<file path="config.mk">
export PLATFORM = sky130hd
export DESIGN_NAME = ser_eeprom_tgt
export DESIGN_NICKNAME = d
export VERILOG_FILES = /design/src/rtl/eep_pkg.sv /design/src/rtl/eep_pin_sync.sv /design/src/rtl/eep_word_store.sv /design/src/rtl/eep_prog_timer.sv /design/src/rtl/ser_eeprom_tgt.sv
export SDC_FILE = /design/constraint.sdc
export NUM_CORES = 2
export LEC_CHECK = 0
export BUFFER_PORTS_ARGS = -buffer_cell sky130_fd_sc_hd__buf_2
export CORE_ASPECT_RATIO = 0.9
export CORE_MARGIN = 5
export CORE_UTILIZATION = 25
export DETAILED_ROUTE_END_ITERATION = 7
export HOLD_SLACK_MARGIN = 0.05
export SYNTH_ARGS = -nofsm -noshare
export SYNTH_HDL_FRONTEND = slang
export SYNTH_SLANG_ARGS = --single-unit
</file>
<file path="constraint.sdc">
create_clock -name clk -period 6.4 [get_ports clk]
set_input_delay 0.96 -clock clk [delete_from_list [all_inputs] [get_ports clk]]
set_output_delay 0.96 -clock clk [all_outputs]
set_load 0.05 [all_outputs]
</file>
<file path="src/rtl/eep_pkg.sv">
package eep_pkg;

    typedef enum logic [2:0] {
        ST_IDLE,
        ST_CMD,
        ST_ADDR,
        ST_RDATA,
        ST_WDATA,
        ST_DONE,
        ST_PROG,
        ST_POSTW
    } eep_state_t;

    typedef enum logic [2:0] {
        OP_NONE,
        OP_READ,
        OP_WRITE,
        OP_WREN,
        OP_WRDIS
    } eep_op_t;

    localparam logic [3:0] START_PAT = 4'b1010;
    localparam logic [3:0] CODE_RD   = 4'b1000;
    localparam logic [3:0] CODE_WR   = 4'b0100;
    localparam logic [3:0] CODE_EN   = 4'b0011;
    localparam logic [3:0] CODE_DIS  = 4'b0000;

    function automatic eep_op_t decode_op(input logic [7:0] code);
        eep_op_t op;
        op = OP_NONE;
        if (code[7:4] == START_PAT) begin
            case (code[3:0])
                CODE_RD:  op = OP_READ;
                CODE_WR:  op = OP_WRITE;
                CODE_EN:  op = OP_WREN;
                CODE_DIS: op = OP_WRDIS;
                default:  op = OP_NONE;
            endcase
        end
        return op;
    endfunction

endpackage

</file>
<file path="src/rtl/eep_pin_sync.sv">
module eep_pin_sync #(
    parameter int          N       = 4,
    parameter int          STAGES  = 2,
    parameter logic [N-1:0] RST_VAL = '0
) (
    input  logic         clk,
    input  logic         rst_n,
    input  logic [N-1:0] din,
    output logic [N-1:0] dout
);

    logic [N-1:0] chain [STAGES];

    genvar s;
    generate
        for (s = 0; s < STAGES; s++) begin : g_stage
            if (s == 0) begin : g_first
                always_ff @(posedge clk or negedge rst_n) begin
                    if (!rst_n) chain[0] <= RST_VAL;
                    else        chain[0] <= din;
                end
            end else begin : g_next
                always_ff @(posedge clk or negedge rst_n) begin
                    if (!rst_n) chain[s] <= RST_VAL;
                    else        chain[s] <= chain[s-1];
                end
            end
        end
    endgenerate

    assign dout = chain[STAGES-1];

endmodule

</file>
<file path="src/rtl/eep_word_store.sv">
module eep_word_store #(
    parameter int DATA_W = 16,
    parameter int DEPTH  = 256,
    localparam int IDX_W = $clog2(DEPTH)
) (
    input  logic              clk,
    input  logic              we,
    input  logic [IDX_W-1:0]  waddr,
    input  logic [DATA_W-1:0] wdata,
    input  logic [IDX_W-1:0]  raddr,
    output logic [DATA_W-1:0] rdata
);

    logic [DATA_W-1:0] cells [DEPTH];

    always_ff @(posedge clk) begin
        if (we) cells[waddr] <= wdata;
    end

    assign rdata = cells[raddr];

endmodule

</file>
<file path="src/rtl/eep_prog_timer.sv">
module eep_prog_timer #(
    parameter int CYCLES = 300,
    localparam int CW    = $clog2(CYCLES + 1)
) (
    input  logic clk,
    input  logic rst_n,
    input  logic run,
    output logic expire
);

    logic [CW-1:0] cnt_q;

    assign expire = run && (cnt_q == CW'(CYCLES - 1));

    always_ff @(posedge clk or negedge rst_n) begin
        if (!rst_n)              cnt_q <= '0;
        else if (run && !expire) cnt_q <= cnt_q + 1'b1;
        else                     cnt_q <= '0;
    end

endmodule

</file>
<file path="src/rtl/ser_eeprom_tgt.sv">
module ser_eeprom_tgt
    import eep_pkg::*;
#(
    parameter int ADDR_W      = 8,
    parameter int DATA_W      = 16,
    parameter int DEPTH       = 256,
    parameter int TEW_CYCLES  = 300,
    parameter int SYNC_STAGES = 2
) (
    input  logic clk,
    input  logic rst_n,
    input  logic cs_n,
    input  logic sck,
    input  logic sdi,
    input  logic wc,
    output logic sdo,
    output logic sdo_oe,
    output logic rdy
);

    localparam int CMD_W = 8;
    localparam int IDX_W = $clog2(DEPTH);
    localparam int CNT_W = $clog2(DATA_W + 1);

    // synchronized pins
    logic cs_q, sck_q, sdi_q, wc_q;
    logic sck_d, cs_d;
    logic sck_rise, sck_fall, sel_fall;

    eep_pin_sync #(
        .N       (4),
        .STAGES  (SYNC_STAGES),
        .RST_VAL (4'b0001)
    ) u_sync (
        .clk   (clk),
        .rst_n (rst_n),
        .din   ({wc, sdi, sck, cs_n}),
        .dout  ({wc_q, sdi_q, sck_q, cs_q})
    );

    assign sck_rise = sck_q && !sck_d;
    assign sck_fall = !sck_q && sck_d;
    assign sel_fall = cs_d && !cs_q;

    // state and datapath registers
    eep_state_t state_q, state_d;
    eep_op_t    op_q;
    logic [CMD_W-2:0]  cmd_sr;
    logic [ADDR_W-1:0] addr_sr;
    logic [DATA_W-1:0] data_sr;
    logic [DATA_W-1:0] rd_sr;
    logic [CNT_W-1:0]  bcnt;
    logic              wel_q;
    logic              rd_bit_q;
    logic              rd_on_q;
    logic              stat_q;

    logic [ADDR_W-1:0] addr_nx;
    logic [DATA_W-1:0] mem_rdata;
    logic              mem_we;
    logic              tmr_expire;
    logic              last_cmd, last_addr, last_wdata, last_rdata;
    eep_op_t           op_nx;

    assign addr_nx    = {sdi_q, addr_sr[ADDR_W-1:1]};
    assign op_nx      = decode_op({cmd_sr, sdi_q});
    assign last_cmd   = sck_rise && (bcnt == CNT_W'(CMD_W - 1));
    assign last_addr  = sck_rise && (bcnt == CNT_W'(ADDR_W - 1));
    assign last_wdata = sck_rise && (bcnt == CNT_W'(DATA_W - 1));
    assign last_rdata = sck_fall && (bcnt == CNT_W'(DATA_W));

    eep_word_store #(
        .DATA_W (DATA_W),
        .DEPTH  (DEPTH)
    ) u_store (
        .clk   (clk),
        .we    (mem_we),
        .waddr (addr_sr[IDX_W-1:0]),
        .wdata (data_sr),
        .raddr (addr_nx[IDX_W-1:0]),
        .rdata (mem_rdata)
    );

    eep_prog_timer #(
        .CYCLES (TEW_CYCLES)
    ) u_timer (
        .clk    (clk),
        .rst_n  (rst_n),
        .run    (state_q == ST_PROG),
        .expire (tmr_expire)
    );

    assign mem_we = (state_q == ST_PROG) && tmr_expire && !wc_q;

    // next-state logic
    always_comb begin
        state_d = state_q;
        unique case (state_q)
            ST_IDLE: begin
                if (!cs_q) state_d = ST_CMD;
            end
            ST_CMD: begin
                if (cs_q)          state_d = ST_IDLE;
                else if (last_cmd) state_d = (op_nx == OP_NONE) ? ST_DONE : ST_ADDR;
            end
            ST_ADDR: begin
                if (cs_q) state_d = ST_IDLE;
                else if (last_addr) begin
                    if (op_q == OP_READ)       state_d = ST_RDATA;
                    else if (op_q == OP_WRITE) state_d = ST_WDATA;
                    else                       state_d = ST_DONE;
                end
            end
            ST_RDATA: begin
                if (cs_q)            state_d = ST_IDLE;
                else if (last_rdata) state_d = ST_DONE;
            end
            ST_WDATA: begin
                if (cs_q)            state_d = ST_IDLE;
                else if (last_wdata) state_d = (wel_q && !wc_q) ? ST_PROG : ST_DONE;
            end
            ST_DONE: begin
                if (cs_q) state_d = ST_IDLE;
            end
            ST_PROG: begin
                if (wc_q || tmr_expire) state_d = ST_POSTW;
            end
            ST_POSTW: begin
                if (cs_q) state_d = ST_IDLE;
            end
            default: state_d = ST_IDLE;
        endcase
    end

    // state register
    always_ff @(posedge clk or negedge rst_n) begin
        if (!rst_n) state_q <= ST_IDLE;
        else        state_q <= state_d;
    end

    // datapath registers
    always_ff @(posedge clk or negedge rst_n) begin
        if (!rst_n) begin
            sck_d    <= 1'b0;
            cs_d     <= 1'b1;
            bcnt     <= '0;
            cmd_sr   <= '0;
            op_q     <= OP_NONE;
            addr_sr  <= '0;
            data_sr  <= '0;
            rd_sr    <= '0;
            wel_q    <= 1'b0;
            rd_bit_q <= 1'b0;
            rd_on_q  <= 1'b0;
            stat_q   <= 1'b0;
        end else begin
            sck_d <= sck_q;
            cs_d  <= cs_q;

            if (state_d != state_q) begin
                bcnt <= '0;
            end else if ((sck_rise && (state_q == ST_CMD || state_q == ST_ADDR ||
                                       state_q == ST_WDATA)) ||
                         (sck_fall && state_q == ST_RDATA)) begin
                bcnt <= bcnt + 1'b1;
            end

            if (state_q == ST_CMD && sck_rise && !cs_q) begin
                cmd_sr <= {cmd_sr[CMD_W-3:0], sdi_q};
                if (last_cmd) op_q <= op_nx;
            end

            if (state_q == ST_ADDR && sck_rise && !cs_q) begin
                addr_sr <= addr_nx;
                if (last_addr) begin
                    if (op_q == OP_WREN)  wel_q <= 1'b1;
                    if (op_q == OP_WRDIS) wel_q <= 1'b0;
                    if (op_q == OP_READ)  rd_sr <= mem_rdata;
                end
            end

            if (state_q == ST_WDATA && sck_rise && !cs_q)
                data_sr <= {sdi_q, data_sr[DATA_W-1:1]};

            if (state_q == ST_RDATA) begin
                if (sck_fall) begin
                    rd_bit_q <= rd_sr[0];
                    rd_sr    <= {1'b0, rd_sr[DATA_W-1:1]};
                    rd_on_q  <= 1'b1;
                end
            end else begin
                rd_on_q <= 1'b0;
            end

            if (cs_q)
                stat_q <= 1'b0;
            else if ((state_q == ST_PROG || state_q == ST_POSTW) && sel_fall && !sck_q)
                stat_q <= 1'b1;
        end
    end

    // outputs
    logic rdy_c, oe_c, sdo_c;
    always_comb begin
        rdy_c = (state_q != ST_PROG);
        oe_c  = 1'b0;
        sdo_c = rdy_c;
        unique case (state_q)
            ST_RDATA: begin
                oe_c  = rd_on_q && !cs_q;
                sdo_c = rd_bit_q;
            end
            ST_PROG, ST_POSTW: begin
                oe_c  = stat_q && !cs_q;
                sdo_c = rdy_c;
            end
            ST_IDLE, ST_CMD, ST_ADDR, ST_WDATA, ST_DONE: begin
                oe_c  = 1'b0;
            end
            default: oe_c = 1'b0;
        endcase
    end

    assign rdy    = rdy_c;
    assign sdo_oe = oe_c;
    assign sdo    = sdo_c;

endmodule

</file>
==> metrics.yaml <==
pwr-share-seq: 0.556
gr-usage-all-layers: 0.1466
clock_sinks: 4177
period_share: 0.7804
async_reset_ff_frac: 0.01939
p_leak_nw: 46.43
gp_congestion: 0.9316
clockBufferDepth: 4
initial_core_util: 0.2505
grt_pass1_vias: 78680
core-area_sq_um: 640900
die-area_sq_um: 658200
place.port_buffers: 8
hpwl_mm: 308.9
fin_nets: 7711
fp-row-count: 279
min_period_ps: 4994
p_clk_frac: 0.442
switching_share: 0.1990
worst_pin_slew_ps: 1535
ant_nets: 0
vias: 82880
synth_cell_types: 79
intPower_mw: 42.64
die_h_microns: 770.2
synth_enable_flop_cells: 4096
drt_iter0_markers: 14160
tritoncts: "done"
clkTransAtPathRegs_ps: 60
wire_per_inst_microns: 30.11
p_per_area_nw_per_um2: 285.5
die_width_microns: 854.7
rsz0062_at_grt: "no"
layout-drive-gt1-share: 0.2874
n_fill_cell: 62210
violations: "max-capacitance violations, max-slew violations"
synthCells: 7301
power.total_mw: 53.23
critPathRequiredTime_ps: 7260
yosysSeqAreaShare: 0.7789
synth_area_sq_um: 160500
yosysTopAreaCellShare: 0.7662
drc: 0
worstPathMaxFanout: 43
hp-class: "primary input to register"
worstSetupPathType: "register to register"
syn_nets: 7311
yosys_register_bits: 4177
slew_violations: 2
finish.utilization: 0.2909
rrSetupSlack_ps: 1410
wl_mm: 500.2
antenna_found_initial: 32
p_switching_mw: 10.59
placed_cell_area_sq_um: 173500
timing.final.setup_violations: 0
drt_pass1_iterations: 6
cts_setup_buffers: 0
syn_area_per_cell_sq_um: 21.99
ys_top_cells_by_area: "edfxtp_1, mux4_2, mux2i_1"
fin_area_sq_um: 186500
yosysWarnings: 0
outcome: "complete, but fails checks"
vias_per_cell: 4.988
grt_pass1_wl_mm: 682.3
setup_tns_ps: 0
max_freq_ghz: 0.2002
cap_violations: 1
clock_latency_ps: 1030
p_comb_frac: 0.002
cts-root-buf: "clkbuf_16"
ios: 9
fin_hold_ws_ps: 151.6
worstSetupStartpointType: "register"
synthFlopType: "edfxtp_1"
cts-buffers-inserted: 407
synth_top_area_cell: "edfxtp_1"
critPathArrivalTime_ps: 5850
hold_viol: 0
grt_overflow_total: 0
cts_max_level: 5
area_delta_synth_final_pct: 16.16
ctsResizeCount: 0
skew_ps: 123.9
ir_worst_vdd_mv: 0.2491
end_kind: "register"
grt_max_degree: 187
relSlewSlack: -0.03019
## cell usage after synthesis (19+ instances only)
master    instances
mux2_2           45
nor2_1          330
buf_1            37
a22oi_1         134
a211oi_1         19
buf_2           155
edfxtp_1       4096
buf_4            60
o21ai_0          82
nand2_1         232
nor3_1           21
a31oi_1          33
nand3_1          80
mux2i_1         212
nor2b_1          24
a21oi_1          89
a221oi_1         44
a22o_1           29
clkbuf_1        155
o22ai_1          74
dfrtp_1          78
mux4_2         1009
## timing repair
item	CTS	global route
endpoints found under the setup margin	0	0
hold endpoints to repair	26	0
hold buffers	4	0
## final cells by class
type | instances | area (sq um) | share of cell area
diodes | 20 | 50.05 | 0.0002684
clock buffers | 503 | 10630 | 0.05700
clock inverters | 231 | 2220 | 0.01190
inverters | 16 | 75.07 | 0.0004026
multi-input cells | 2683 | 34030 | 0.1825
flip-flops and latches | 4177 | 125100 | 0.6710
well taps | 8570 | 10720 | 0.05751
repair buffers | 416 | 3616 | 0.01939
## worst max-delay path: stages, from the launching register on
cell	delay (ps)
dfrtp_4	1000
buf_12	420
buf_12	350
mux4_2	540
mux2i_1	720
o21ai_0	290
nor4_1	590
o211ai_1	180
a21oi_1	570
o31ai_1	120
## sequential cells by signal, indices dropped and copies added, names as in the netlist
signal,cells
u_store.cells,4096
addr_sr,8
sck_d,1
u_sync.dout,4
bcnt,5
cmd_sr,7
stat_q,1
wel_q,1
op_q,3
rd_bit_q,1
u_sync.chain,4
cs_d,1
rd_sr,16
u_timer.cnt_q,9
data_sr,16
rd_on_q,1
state_q,3
## through the flow
stage | setup slack [ps] | std cells
after global routing | 1466 | 16600
after CTS | 1721 | 16600
after global placement | 1649 | 15860
after floorplan | 2399 | 7301
after detailed placement | 1658 | 15860
final | 1406 | 16620
## kinds of logic after synthesis
logic type | Yosys count | synth area share
DFF | 4177 | 0.7789
muxes | 1266 | 0.1579
and+or+nand+nor | 798 | 0.02253
AOI/OAI and AO/OA | 605 | 0.02603
buffers and inverters | 441 | 0.01376
xor gates and xnor gates | 10 | 0.0005456
adders and majority gates | 4 | 0.0003118
## cell usage in the layout (no fill, tap or decap), types with 19 or more instances in the layout
cell type / instances
buf_12: 40
mux4_2: 1009
buf_4: 365
clkbuf_16: 410
nor2_1: 114
o22ai_1: 74
a22oi_1: 134
a221oi_1: 44
a22o_1: 29
nor3_1: 20
mux2i_1: 212
o21ai_0: 82
clkinv_2: 58
dfrtp_1: 54
mux2_2: 45
clkbuf_1: 91
diode_2: 20
a211oi_1: 19
nand2_1: 221
edfxtp_1: 4096
bufinv_16: 30
nor2_2: 214
a31oi_1: 33
nand3_1: 78
dfrtp_4: 21
a21oi_1: 89
clkinv_1: 100
## worst paths after layout
kind / from / endpoint / cells after the start
max: addr_sr[1] / rd_sr[13] / 9
min in group asynchronous: rst_n / u_sync.chain[5] / 2
max reg2reg: addr_sr[1] / rd_sr[13] / 9
max in group asynchronous: rst_n / addr_sr[1] / 3
min reg2reg: u_sync.chain[4] / u_sync.dout[0] / 0
min: wc / u_sync.chain[7] / 1
## per-layer routing
metal  track usage  wire [microns]
met5             0             253
met4       0.05805           23960
met3       0.04760           66480
met2        0.2082          212000
met1        0.2069          197600
## power groups by stage
stage	combinational, mW	sequential (mW)	clock (mW)
floorplan	0.0390	30.2	0
global placement	0.0801	30.2	0
detailed placement	0.0812	30.2	0
CTS	0.0835	29.6	23.8
global route	0.0904	29.6	25.0
finish	0.0858	29.6	23.5
No activity file was read; power rests on OpenSTA's default activity.
